$ cat src/rtl/gpio_edge_pkg.sv
// Shared definitions for the GPIO edge-detect interrupt unit.
// Assumes byte addressing with word-aligned registers.
package gpio_edge_pkg;
    localparam int unsigned REG_ADDR_W = 4;

    typedef enum logic [REG_ADDR_W-1:0] {
        ADDR_RISE_SENSE = 4'h0,
        ADDR_FALL_SENSE = 4'h4,
        ADDR_EVENTS     = 4'h8
    } reg_addr_e;
endpackage

$ cat src/rtl/gpio_in_sync.sv
// Multi-stage synchroniser for a vector of asynchronous inputs.
// Assumes each bit is independent; no bus coherence is implied.
module gpio_in_sync #(
    parameter int WIDTH  = 28,
    parameter int STAGES = 2
) (
    input  logic             clk,
    input  logic             rst_n,
    input  logic [WIDTH-1:0] d,
    output logic [WIDTH-1:0] q
);
    logic [WIDTH-1:0] stage [STAGES];

    // Shift the sampled inputs through the synchroniser chain.
    always_ff @(posedge clk) begin
        if (!rst_n) begin
            for (int i = 0; i < STAGES; i++) stage[i] <= '0;
        end else begin
            stage[0] <= d;
            for (int i = 1; i < STAGES; i++) stage[i] <= stage[i-1];
        end
    end

    assign q = stage[STAGES-1];
endmodule

$ cat src/rtl/gpio_edge_find.sv
// Finds transitions on a synchronised level vector and qualifies them
// with per-bit rising and falling sense enables.
// Assumes level is already in the clk domain.
module gpio_edge_find #(
    parameter int WIDTH = 28
) (
    input  logic             clk,
    input  logic             rst_n,
    input  logic [WIDTH-1:0] level,
    input  logic [WIDTH-1:0] rise_en,
    input  logic [WIDTH-1:0] fall_en,
    output logic [WIDTH-1:0] hit
);
    logic [WIDTH-1:0] prev_q;

    // Hold the level from the previous cycle for comparison.
    always_ff @(posedge clk) begin
        if (!rst_n) prev_q <= '0;
        else        prev_q <= level;
    end

    // Qualify low-to-high and high-to-low changes by their enables.
    always_comb begin
        hit = (level & ~prev_q & rise_en) | (~level & prev_q & fall_en);
    end
endmodule

$ cat src/rtl/gpio_event_bank.sv
// Sticky event bits: set by hits, cleared by write-one strobes.
// A hit in the same cycle as a clear of that bit keeps the bit set.
module gpio_event_bank #(
    parameter int WIDTH = 28
) (
    input  logic             clk,
    input  logic             rst_n,
    input  logic [WIDTH-1:0] set_hit,
    input  logic             clr_we,
    input  logic [WIDTH-1:0] clr_mask,
    output logic [WIDTH-1:0] events
);
    logic [WIDTH-1:0] clr_eff;

    // Effective clear vector, zero when no clear write is present.
    always_comb begin
        clr_eff = clr_we ? clr_mask : '0;
    end

    // Update sticky bits; setting takes priority over clearing.
    always_ff @(posedge clk) begin
        if (!rst_n) events <= '0;
        else        events <= (events & ~clr_eff) | set_hit;
    end
endmodule

$ cat src/rtl/gpio_edge_irq.sv
// GPIO edge-detect interrupt unit top level.
// Holds the sense registers, decodes the register port, and fans the
// event bits out to dedicated and summary interrupt lines.
// Assumes one register write per strobe cycle and reads with no side effects.
module gpio_edge_irq
    import gpio_edge_pkg::*;
#(
    parameter int NUM_PINS   = 28,
    parameter int NUM_DIRECT = 8,
    parameter int DATA_W     = 32,
    parameter int SYNC_STAGES = 2
) (
    input  logic                  clk,
    input  logic                  rst_n,
    input  logic [NUM_PINS-1:0]   pins_in,
    input  logic                  reg_wr,
    input  logic [REG_ADDR_W-1:0] reg_addr,
    input  logic [DATA_W-1:0]     reg_wdata,
    output logic [DATA_W-1:0]     reg_rdata,
    output logic [NUM_DIRECT-1:0] irq_direct,
    output logic                  irq_summary
);
    localparam int PAD_W = DATA_W - NUM_PINS;

    logic [NUM_PINS-1:0] sync_lvl;
    logic [NUM_PINS-1:0] rise_en_q;
    logic [NUM_PINS-1:0] fall_en_q;
    logic [NUM_PINS-1:0] edge_hit;
    logic [NUM_PINS-1:0] status_q;
    logic [NUM_PINS-1:0] rd_word;
    logic                wr_events;

    gpio_in_sync #(.WIDTH(NUM_PINS), .STAGES(SYNC_STAGES)) u_sync (
        .clk   (clk),
        .rst_n (rst_n),
        .d     (pins_in),
        .q     (sync_lvl)
    );

    gpio_edge_find #(.WIDTH(NUM_PINS)) u_edge (
        .clk     (clk),
        .rst_n   (rst_n),
        .level   (sync_lvl),
        .rise_en (rise_en_q),
        .fall_en (fall_en_q),
        .hit     (edge_hit)
    );

    gpio_event_bank #(.WIDTH(NUM_PINS)) u_events (
        .clk      (clk),
        .rst_n    (rst_n),
        .set_hit  (edge_hit),
        .clr_we   (wr_events),
        .clr_mask (reg_wdata[NUM_PINS-1:0]),
        .events   (status_q)
    );

    // Decode a write to the event register.
    always_comb begin
        wr_events = reg_wr && (reg_addr == ADDR_EVENTS);
    end

    // Sense enable registers, written through the register port.
    always_ff @(posedge clk) begin
        if (!rst_n) begin
            rise_en_q <= '0;
            fall_en_q <= '0;
        end else if (reg_wr) begin
            if (reg_addr == ADDR_RISE_SENSE) rise_en_q <= reg_wdata[NUM_PINS-1:0];
            if (reg_addr == ADDR_FALL_SENSE) fall_en_q <= reg_wdata[NUM_PINS-1:0];
        end
    end

    // Read multiplexer; unmapped addresses return zero.
    always_comb begin
        unique case (reg_addr)
            ADDR_RISE_SENSE: rd_word = rise_en_q;
            ADDR_FALL_SENSE: rd_word = fall_en_q;
            ADDR_EVENTS:     rd_word = status_q;
            default:         rd_word = '0;
        endcase
    end

    generate
        if (PAD_W > 0) begin : g_pad
            assign reg_rdata = {{PAD_W{1'b0}}, rd_word};
        end else begin : g_nopad
            assign reg_rdata = rd_word[DATA_W-1:0];
        end
    endgenerate

    // Interrupt fan-out: dedicated lines for low pins, OR for the rest.
    assign irq_direct  = status_q[NUM_DIRECT-1:0];
    assign irq_summary = |status_q[NUM_PINS-1:NUM_DIRECT];
endmodule

$ cat config.mk
export PLATFORM = sky130hd
export DESIGN_NAME = gpio_edge_irq
export DESIGN_NICKNAME = d
export VERILOG_FILES = /design/src/rtl/gpio_edge_pkg.sv /design/src/rtl/gpio_in_sync.sv /design/src/rtl/gpio_edge_find.sv /design/src/rtl/gpio_event_bank.sv /design/src/rtl/gpio_edge_irq.sv
export SDC_FILE = /design/constraint.sdc
export NUM_CORES = 1
export LEC_CHECK = 0
export CORE_MARGIN = 10
export CORE_UTILIZATION = 57
export CTS_CLUSTER_SIZE = 8
export DETAILED_ROUTE_END_ITERATION = 8
export PLACE_DENSITY = 0.85
export SLEW_MARGIN = 20
export SYNTH_ARGS = -nofsm -noshare
export SYNTH_HDL_FRONTEND = slang
export SYNTH_SLANG_ARGS = --single-unit
$ cat constraint.sdc
create_clock -name clk -period 5.7 [get_ports clk]
set_input_delay 1.71 -clock clk [delete_from_list [all_inputs] [get_ports clk]]
set_output_delay 1.71 -clock clk [all_outputs]
set_load 0.01 [all_outputs]
==> out/results.ini, run 1 <==
[outcome]
status=finished clean

[route]
firstDrtPassIters=6
routed_via_density=5.68
dr_total_vias=5193
detail_route.drc_violations=0
wl_um=16400
drt-wirelength-per-cell_um=17.9
detail-route-antenna-nets=0
detail_route.iter0.violations=665

[cts]
cts_hold_buffers=0
tritoncts_clock_tree=built
htree_num_levels=4
post_cts_resize_count=0
max-clock-path-buffers=2
cts-root-buf=sky130_fd_sc_hd__clkbuf_16
clock_insertion_delay_worst_skew_ns=0.42
tritoncts.num_buffers=17
clock_sinks=168
cts_setup_buffers=0
cts.clk_slew.worst_paths_ns=0.06

[setup_path]
crit_fanout=28
cp-start-kind=input port
worst_ep_arrival_time_ns=3.79
worst_ep_required_time_ns=3.99
critPathLaunch=reg_addr[2]
worst_r2r_startpoint=u_edge.prev_q[13]
crit_end_category=primary output
timing_worst_setup_path_type=input port to primary output
reg2reg_slack_ns=4.85

[sta]
max_freq_mhz=182
relSlewSlack_pct=32.4
final_critical_path_setup_slack_ns=0.203
maxSlewViolCount=0
fin_skew_ns=0.00687
worst-slew-pin-transition_ns=1.01
setup_tns_ns=0
setup_viols_final=0
report.final.hold_viol_count=0
grt_setup_unrepaired=false
final.period_utilization_pct=96.4
post-route-min-period_ns=5.50

[die]
ioPinCount=108
die_width_um=127
die-area_um2=16200
die_h_um=127
fp.coreArea_um2=11300
placement_rows=39
start_util_pct=57.8

[power_and_ir_drop]
power_per_cell_area_nw_per_um2=305
vdd.ir_drop.worst_uv=269
leakage_nw=3.32

[cells_and_area]
flow.area_growth_from_synthesis_pct=23.8
drive_gt1_share_pct=5.44
design.final.nets=827
diodes=0

[synthesis]
postSynthRegisterBits=168
post_synth_edffs=0
post-synth-top-area-fraction_pct=51.4
synth.top_cells.by_area=sky130_fd_sc_hd__dfxtp_1 51%, sky130_fd_sc_hd__mux2i_1 8.6%, sky130_fd_sc_hd__and2_1 8.0%
postSynthAreaPerCell_um2=9.58
asyncSetResetFlopFracSynth_pct=0
ys_warns=0
synth_cell_types=26
ys_top_cells_by_count=168 x sky130_fd_sc_hd__dfxtp_1, 112 x sky130_fd_sc_hd__nand2_1, 84 x sky130_fd_sc_hd__and2_1
synth_seq_area_share_pct=51.4
synth.largest_area_cell=sky130_fd_sc_hd__dfxtp_1
synth_top_flop_cell=sky130_fd_sc_hd__dfxtp_1
postSynthCellCount=683
yosys.cell_count.top_type=sky130_fd_sc_hd__dfxtp_1
syn_area_um2=6540

[grt]
grt_pass1_wl_um=26200
grtUsageMet1_pct=22.2
grt_max_degree=104
grt_pass1_vias=5284
grt_overall_usage_pct=19.9
groute.layer.met3.usage_pct=6.00
layer_carrying_the_most_global_route_usage=met2
antenna_found_initial=0
grt-ovfl-total=0
grt.met2_usage_pct=34.2

[place]
gp_congestion=0.826
post-place-ws_ns=0.228
place.port_buffers=99
dp_hpwl_um=10100

[hold_path]
min_path_type=register to register
worst_min_delay_path_startpoint=u_sync.stage[0][10]

[job]
cap_viol_max_count=0

## cell families after synthesis
group | after synthesis | synth area share (%)
and+or+nand+nor | 239 | 19.9
DFF | 168 | 51.4
AOI/OAI and AO/OA | 112 | 12.3
buffers and inverters | 107 | 7.72
muxes | 56 | 8.57
other | 1 | 0.0573
## layer usage
metal	up-vias	wire length (um)
met5	-	0
met4	0	273
met3	28	1350
met2	209	8290
met1	2497	6440
li1	2459	-
## cell type report
cell class	instances	area [um2]
Clock buffer	24	482
Clock inverter	7	93.8
Fill cell	833	3220
Inverter	56	210
Multi-Input combinational cell	411	2700
Sequential cell	168	3360
Tap cell	143	179
Timing Repair Buffer	106	1080
## power breakdown
part           internal (mW)  switching [mW]  total (mW)  leakage, nW
Combinational         0.0683          0.0672       0.135         1.67
Clock                  0.677           0.440        1.12        0.276
Sequential              1.20          0.0152        1.22         1.37
## stage by stage
step / instances / hold slack [ns] / cell area [um2] / total power, mW / utilization (%)
2_1_floorplan: 686 / 0.412 / 6560 / 1.31 / -
3_3_place_gp: 884 / 0.415 / 7530 / 1.37 / 66.5
3_5_place_dp: 884 / 0.419 / 7530 / 1.38 / 66.5
4_1_cts: 915 / 0.433 / 8100 / 2.48 / 71.6
5_1_grt: 915 / 0.446 / 8100 / 2.54 / 71.6
6_report: 915 / 0.432 / 8100 / 2.47 / 71.6
## registers in the layout, indices dropped and copies added (netlist names)
register         cells
fall_en_q           28
rise_en_q           28
u_edge.prev_q       28
u_events.events     28
u_sync.stage        56
## worst max-delay path, stage by stage
cell and delay, ns:
sky130_fd_sc_hd__clkdlybuf4s50_1 0.69, sky130_fd_sc_hd__nor4b_4 0.33, sky130_fd_sc_hd__buf_12 0.25, sky130_fd_sc_hd__a222oi_1 0.12
sky130_fd_sc_hd__inv_1 0.12, sky130_fd_sc_hd__clkdlybuf4s50_1 0.56
## path summary, 6_finish.rpt
kind                                             to  cells past startpoint
worst max-delay path                   reg_rdata[8]                      6
worst min-delay path            u_sync.stage[0][38]                      1
worst max register to register  u_events.events[13]                      3
worst min register to register  u_sync.stage[0][38]                      1
## placed cells by master, fill, tap and decap left out, drive strengths merged, types with 4 or more instances in the layout
cell	instances
and2	84
buf	8
nor4	6
a222oi	28
dfxtp	168
clkdlybuf4s50	98
a31oi	28
inv	56
clkbuf	24
nand2	113
nand3b	28
conb	4
o21ai	28
mux2i	56
o21a	28
Note: power is estimated with default switching activity, not from simulation.
==> run 2, diff against run 1 <==
--- a/config.mk
+++ b/config.mk
@@ -10,7 +10,7 @@
 export CTS_CLUSTER_SIZE = 8
 export DETAILED_ROUTE_END_ITERATION = 8
 export PLACE_DENSITY = 0.85
-export SLEW_MARGIN = 20
+export SLEW_MARGIN = 0
 export SYNTH_ARGS = -nofsm -noshare
 export SYNTH_HDL_FRONTEND = slang
 export SYNTH_SLANG_ARGS = --single-unit
==> results of run 2 <==
No change in the layout: final DEF, timing and power equal those of run 1.
==> run 3, diff against run 2 <==
--- a/config.mk
+++ b/config.mk
@@ -5,6 +5,7 @@
 export SDC_FILE = /design/constraint.sdc
 export NUM_CORES = 1
 export LEC_CHECK = 0
+export CORE_ASPECT_RATIO = 1.4
 export CORE_MARGIN = 10
 export CORE_UTILIZATION = 57
 export CTS_CLUSTER_SIZE = 8
==> out/results.ini, run 3 (synthesized netlist as in run 1, its figures left out) <==
[setup_path]
critical-path-top-cell-by-count=sky130_fd_sc_hd__clkdlybuf4s50_1
worst-r2r-cell-count=3  ; unchanged
worst_ep_arrival_time_ns=3.72  ; -0.07 ns
slowest_delay_ns=0.68  ; about the same
worst_ep_required_time_ns=3.99  ; about the same
timing_worst_setup_path_type=input port to primary output
crit_end_category=primary output
worst_path_cell_with_the_longest_stage_delay=sky130_fd_sc_hd__clkdlybuf4s50_1
crit_fanout=28  ; unchanged
capture_instance_of_the_worst_register_to_register_path=u_events.events[21]
reg2reg_slack_ns=4.84  ; about the same
cp-start-kind=input port
worst_r2r_startpoint=fall_en_q[21]
cell_by_cell_listing_of_the_critical_path=clkdlybuf4s50_1, nor4b_4, buf_12, a222oi_1, inv_1, clkdlybuf4s50_1

[route]
dr_total_vias=5144  ; -0.94%
routed_via_density=5.61  ; -1.2%
detail-route-antenna-nets=0  ; unchanged
firstDrtPassIters=6  ; unchanged
drt-wirelength-per-cell_um=17.1  ; -4.3%
wl_um=15700  ; -4.1%
detail_route.drc_violations=0  ; unchanged
detail_route.iter0.violations=350  ; -47%

[cells_and_area]
postLayoutCoreUtil_pct=72.0  ; +0.44 points
instances_no_fill=917  ; +0.22%
most_frequent_standard_cell_in_the_layout_excluding_fill_and_tap_cells=sky130_fd_sc_hd__dfxtp_1
fillerInstances=856  ; +2.8%
layout_common_cells=168 x sky130_fd_sc_hd__dfxtp_1, 112 x sky130_fd_sc_hd__nand2_1, 98 x sky130_fd_sc_hd__clkdlybuf4s50_1, 84 x sky130_fd_sc_hd__and2_1
flow.area_growth_from_synthesis_pct=24.1
drive_gt1_share_pct=5.69  ; +0.25 points
multi_input_comb_area_um2=2700  ; unchanged
area.sequential_um2=3360  ; unchanged
diodes=0  ; unchanged
number_of_flip_flops_under_the_largest_register_name=56  ; unchanged
top_register=u_sync.stage
design.final.nets=827  ; unchanged

[cts]
tritoncts.num_buffers=17  ; unchanged
cts_setup_buffers=0  ; unchanged
post_cts_resize_count=0  ; unchanged
cts-root-buf=sky130_fd_sc_hd__clkbuf_16
cts.clk_slew.worst_paths_ns=0.06  ; about the same
htree_num_levels=4  ; unchanged
clock_sinks=168  ; unchanged
clock_insertion_delay_worst_skew_ns=0.42  ; about the same
cts_hold_buffers=0  ; unchanged
max-clock-path-buffers=2  ; unchanged
tritoncts_clock_tree=built

[sta]
setup_viols_final=0  ; unchanged
fin_worst_hold_slack_ns=0.427  ; -0.00470 ns
max_freq_mhz=184  ; +1.3%
setup_tns_ns=0  ; unchanged
post-route-min-period_ns=5.43  ; -0.0684 ns
grt_setup_unrepaired=false
maxSlewViolCount=0  ; unchanged
relSlewSlack_pct=29.7  ; -2.7 points
final.period_utilization_pct=95.2  ; -1.2 points
fin_skew_ns=0.00996  ; +0.00309 ns
worst-slew-pin-transition_ns=1.05  ; +0.0401 ns
report.final.hold_viol_count=0  ; unchanged

[power_and_ir_drop]
leakage_nw=3.33  ; +0.23%
vdd.ir_drop.worst_uv=195  ; -27%
power_per_cell_area_nw_per_um2=308  ; +0.99%

[grt]
grt_overall_usage_pct=18.7  ; -1.2 points
layer_carrying_the_most_global_route_usage=met2
grt_max_degree=111  ; +6.7%
groute.layer.met3.usage_pct=3.99  ; -2.0 points
grtUsageMet1_pct=21.5  ; -0.78 points
grt-ovfl-total=0  ; unchanged
grt_pass1_vias=5226  ; -1.1%
antenna_found_initial=0  ; unchanged
grt.met2_usage_pct=33.4  ; -0.81 points
grt_pass1_wl_um=25600  ; -2.4%

[die]
fp.coreArea_um2=11300  ; -0.35%
die_width_um=111  ; -13%
die-area_um2=16200  ; +0.38%
placement_rows=46  ; +18%
ioPinCount=108  ; unchanged
die_h_um=147  ; +15%
start_util_pct=58.0  ; +0.21 points

[hold_path]
worst_hold_endpoint=u_sync.stage[0][55]
min_path_type=register to register
worst_min_delay_path_startpoint=u_sync.stage[0][27]
timing.hold.worst_path_depth=1  ; unchanged

[place]
placedCellCount=885  ; +0.11%
gp_congestion=0.761  ; -7.9%
dp_hpwl_um=10400  ; +3.2%
place.port_buffers=99  ; unchanged

[outcome]
status=finished clean

[job]
cap_viol_max_count=0  ; unchanged

run 3: cell count changes in the layout (fill, tap and decap cells not counted):
| cell | previous run | this run |
|---|---|---|
| sky130_fd_sc_hd__clkinvlp_4 | 2 | 3 |
| sky130_fd_sc_hd__inv_6 | 0 | 2 |
| sky130_fd_sc_hd__clkbuf_8 | 3 | 1 |
| sky130_fd_sc_hd__clkbuf_1 | 4 | 3 |
| sky130_fd_sc_hd__clkinv_2 | 2 | 3 |
| sky130_fd_sc_hd__clkinv_4 | 1 | 0 |
| sky130_fd_sc_hd__bufinv_16 | 2 | 3 |
run 3: through the flow:
stage	setup WS, ns	area, um2	power (mW)
after CTS	0.270	8120	2.52
after global placement	0.301	7530	1.37
after floorplan	1.35	6560	1.31
after global routing	0.191	8120	2.58
final	0.272	8120	2.50
after detailed placement	0.278	7530	1.38
run 3: power by group:
| group | leakage [nW] | switching, mW | internal (mW) | total (mW) |
|---|---|---|---|---|
| Clock | 0.284 | 0.449 | 0.701 | 1.15 |
| Combinational | 1.67 | 0.0649 | 0.0683 | 0.133 |
| Sequential | 1.37 | 0.0147 | 1.20 | 1.22 |
| Total | 3.33 | 0.529 | 1.97 | 2.50 |
run 3: routing by layer:
metal | up-vias | routed length (um)
li1 | 2461 | -
met2 | 171 | 8260
met5 | - | 0
met3 | 11 | 785
met4 | 0 | 133
met1 | 2501 | 6500
run 3: final cells by class:
type / count / share of cell area [%]
well taps: 144 / 2.22
clock inverters: 11 / 1.79
multi-input cells: 411 / 33.2
repair buffers: 106 / 13.3
clock buffers: 21 / 5.54
inverters: 56 / 2.59
flip-flops and latches: 168 / 41.4
run 3: critical path: cells and delay by family:
kind | cells | cell delay, ns
AO/OA/AOI/OAI | 1 | 0.11
buffers and inverters | 4 | 1.56
AND/OR/NAND/NOR | 1 | 0.32
run 3: how the worst max path moves through the flow:
stage / from / to / slack, ns / depth (start not counted)
after CTS: reg_addr[2] / reg_rdata[10] / 0.27 / 6
after global placement: reg_addr[2] / reg_rdata[10] / 0.30 / 6
after global routing: reg_addr[1] / reg_rdata[3] / 0.19 / 6
final: reg_addr[2] / reg_rdata[10] / 0.27 / 6
after detailed placement: reg_addr[2] / reg_rdata[10] / 0.28 / 6
after floorplan: reg_addr[3] / reg_rdata[10] / 1.35 / 4
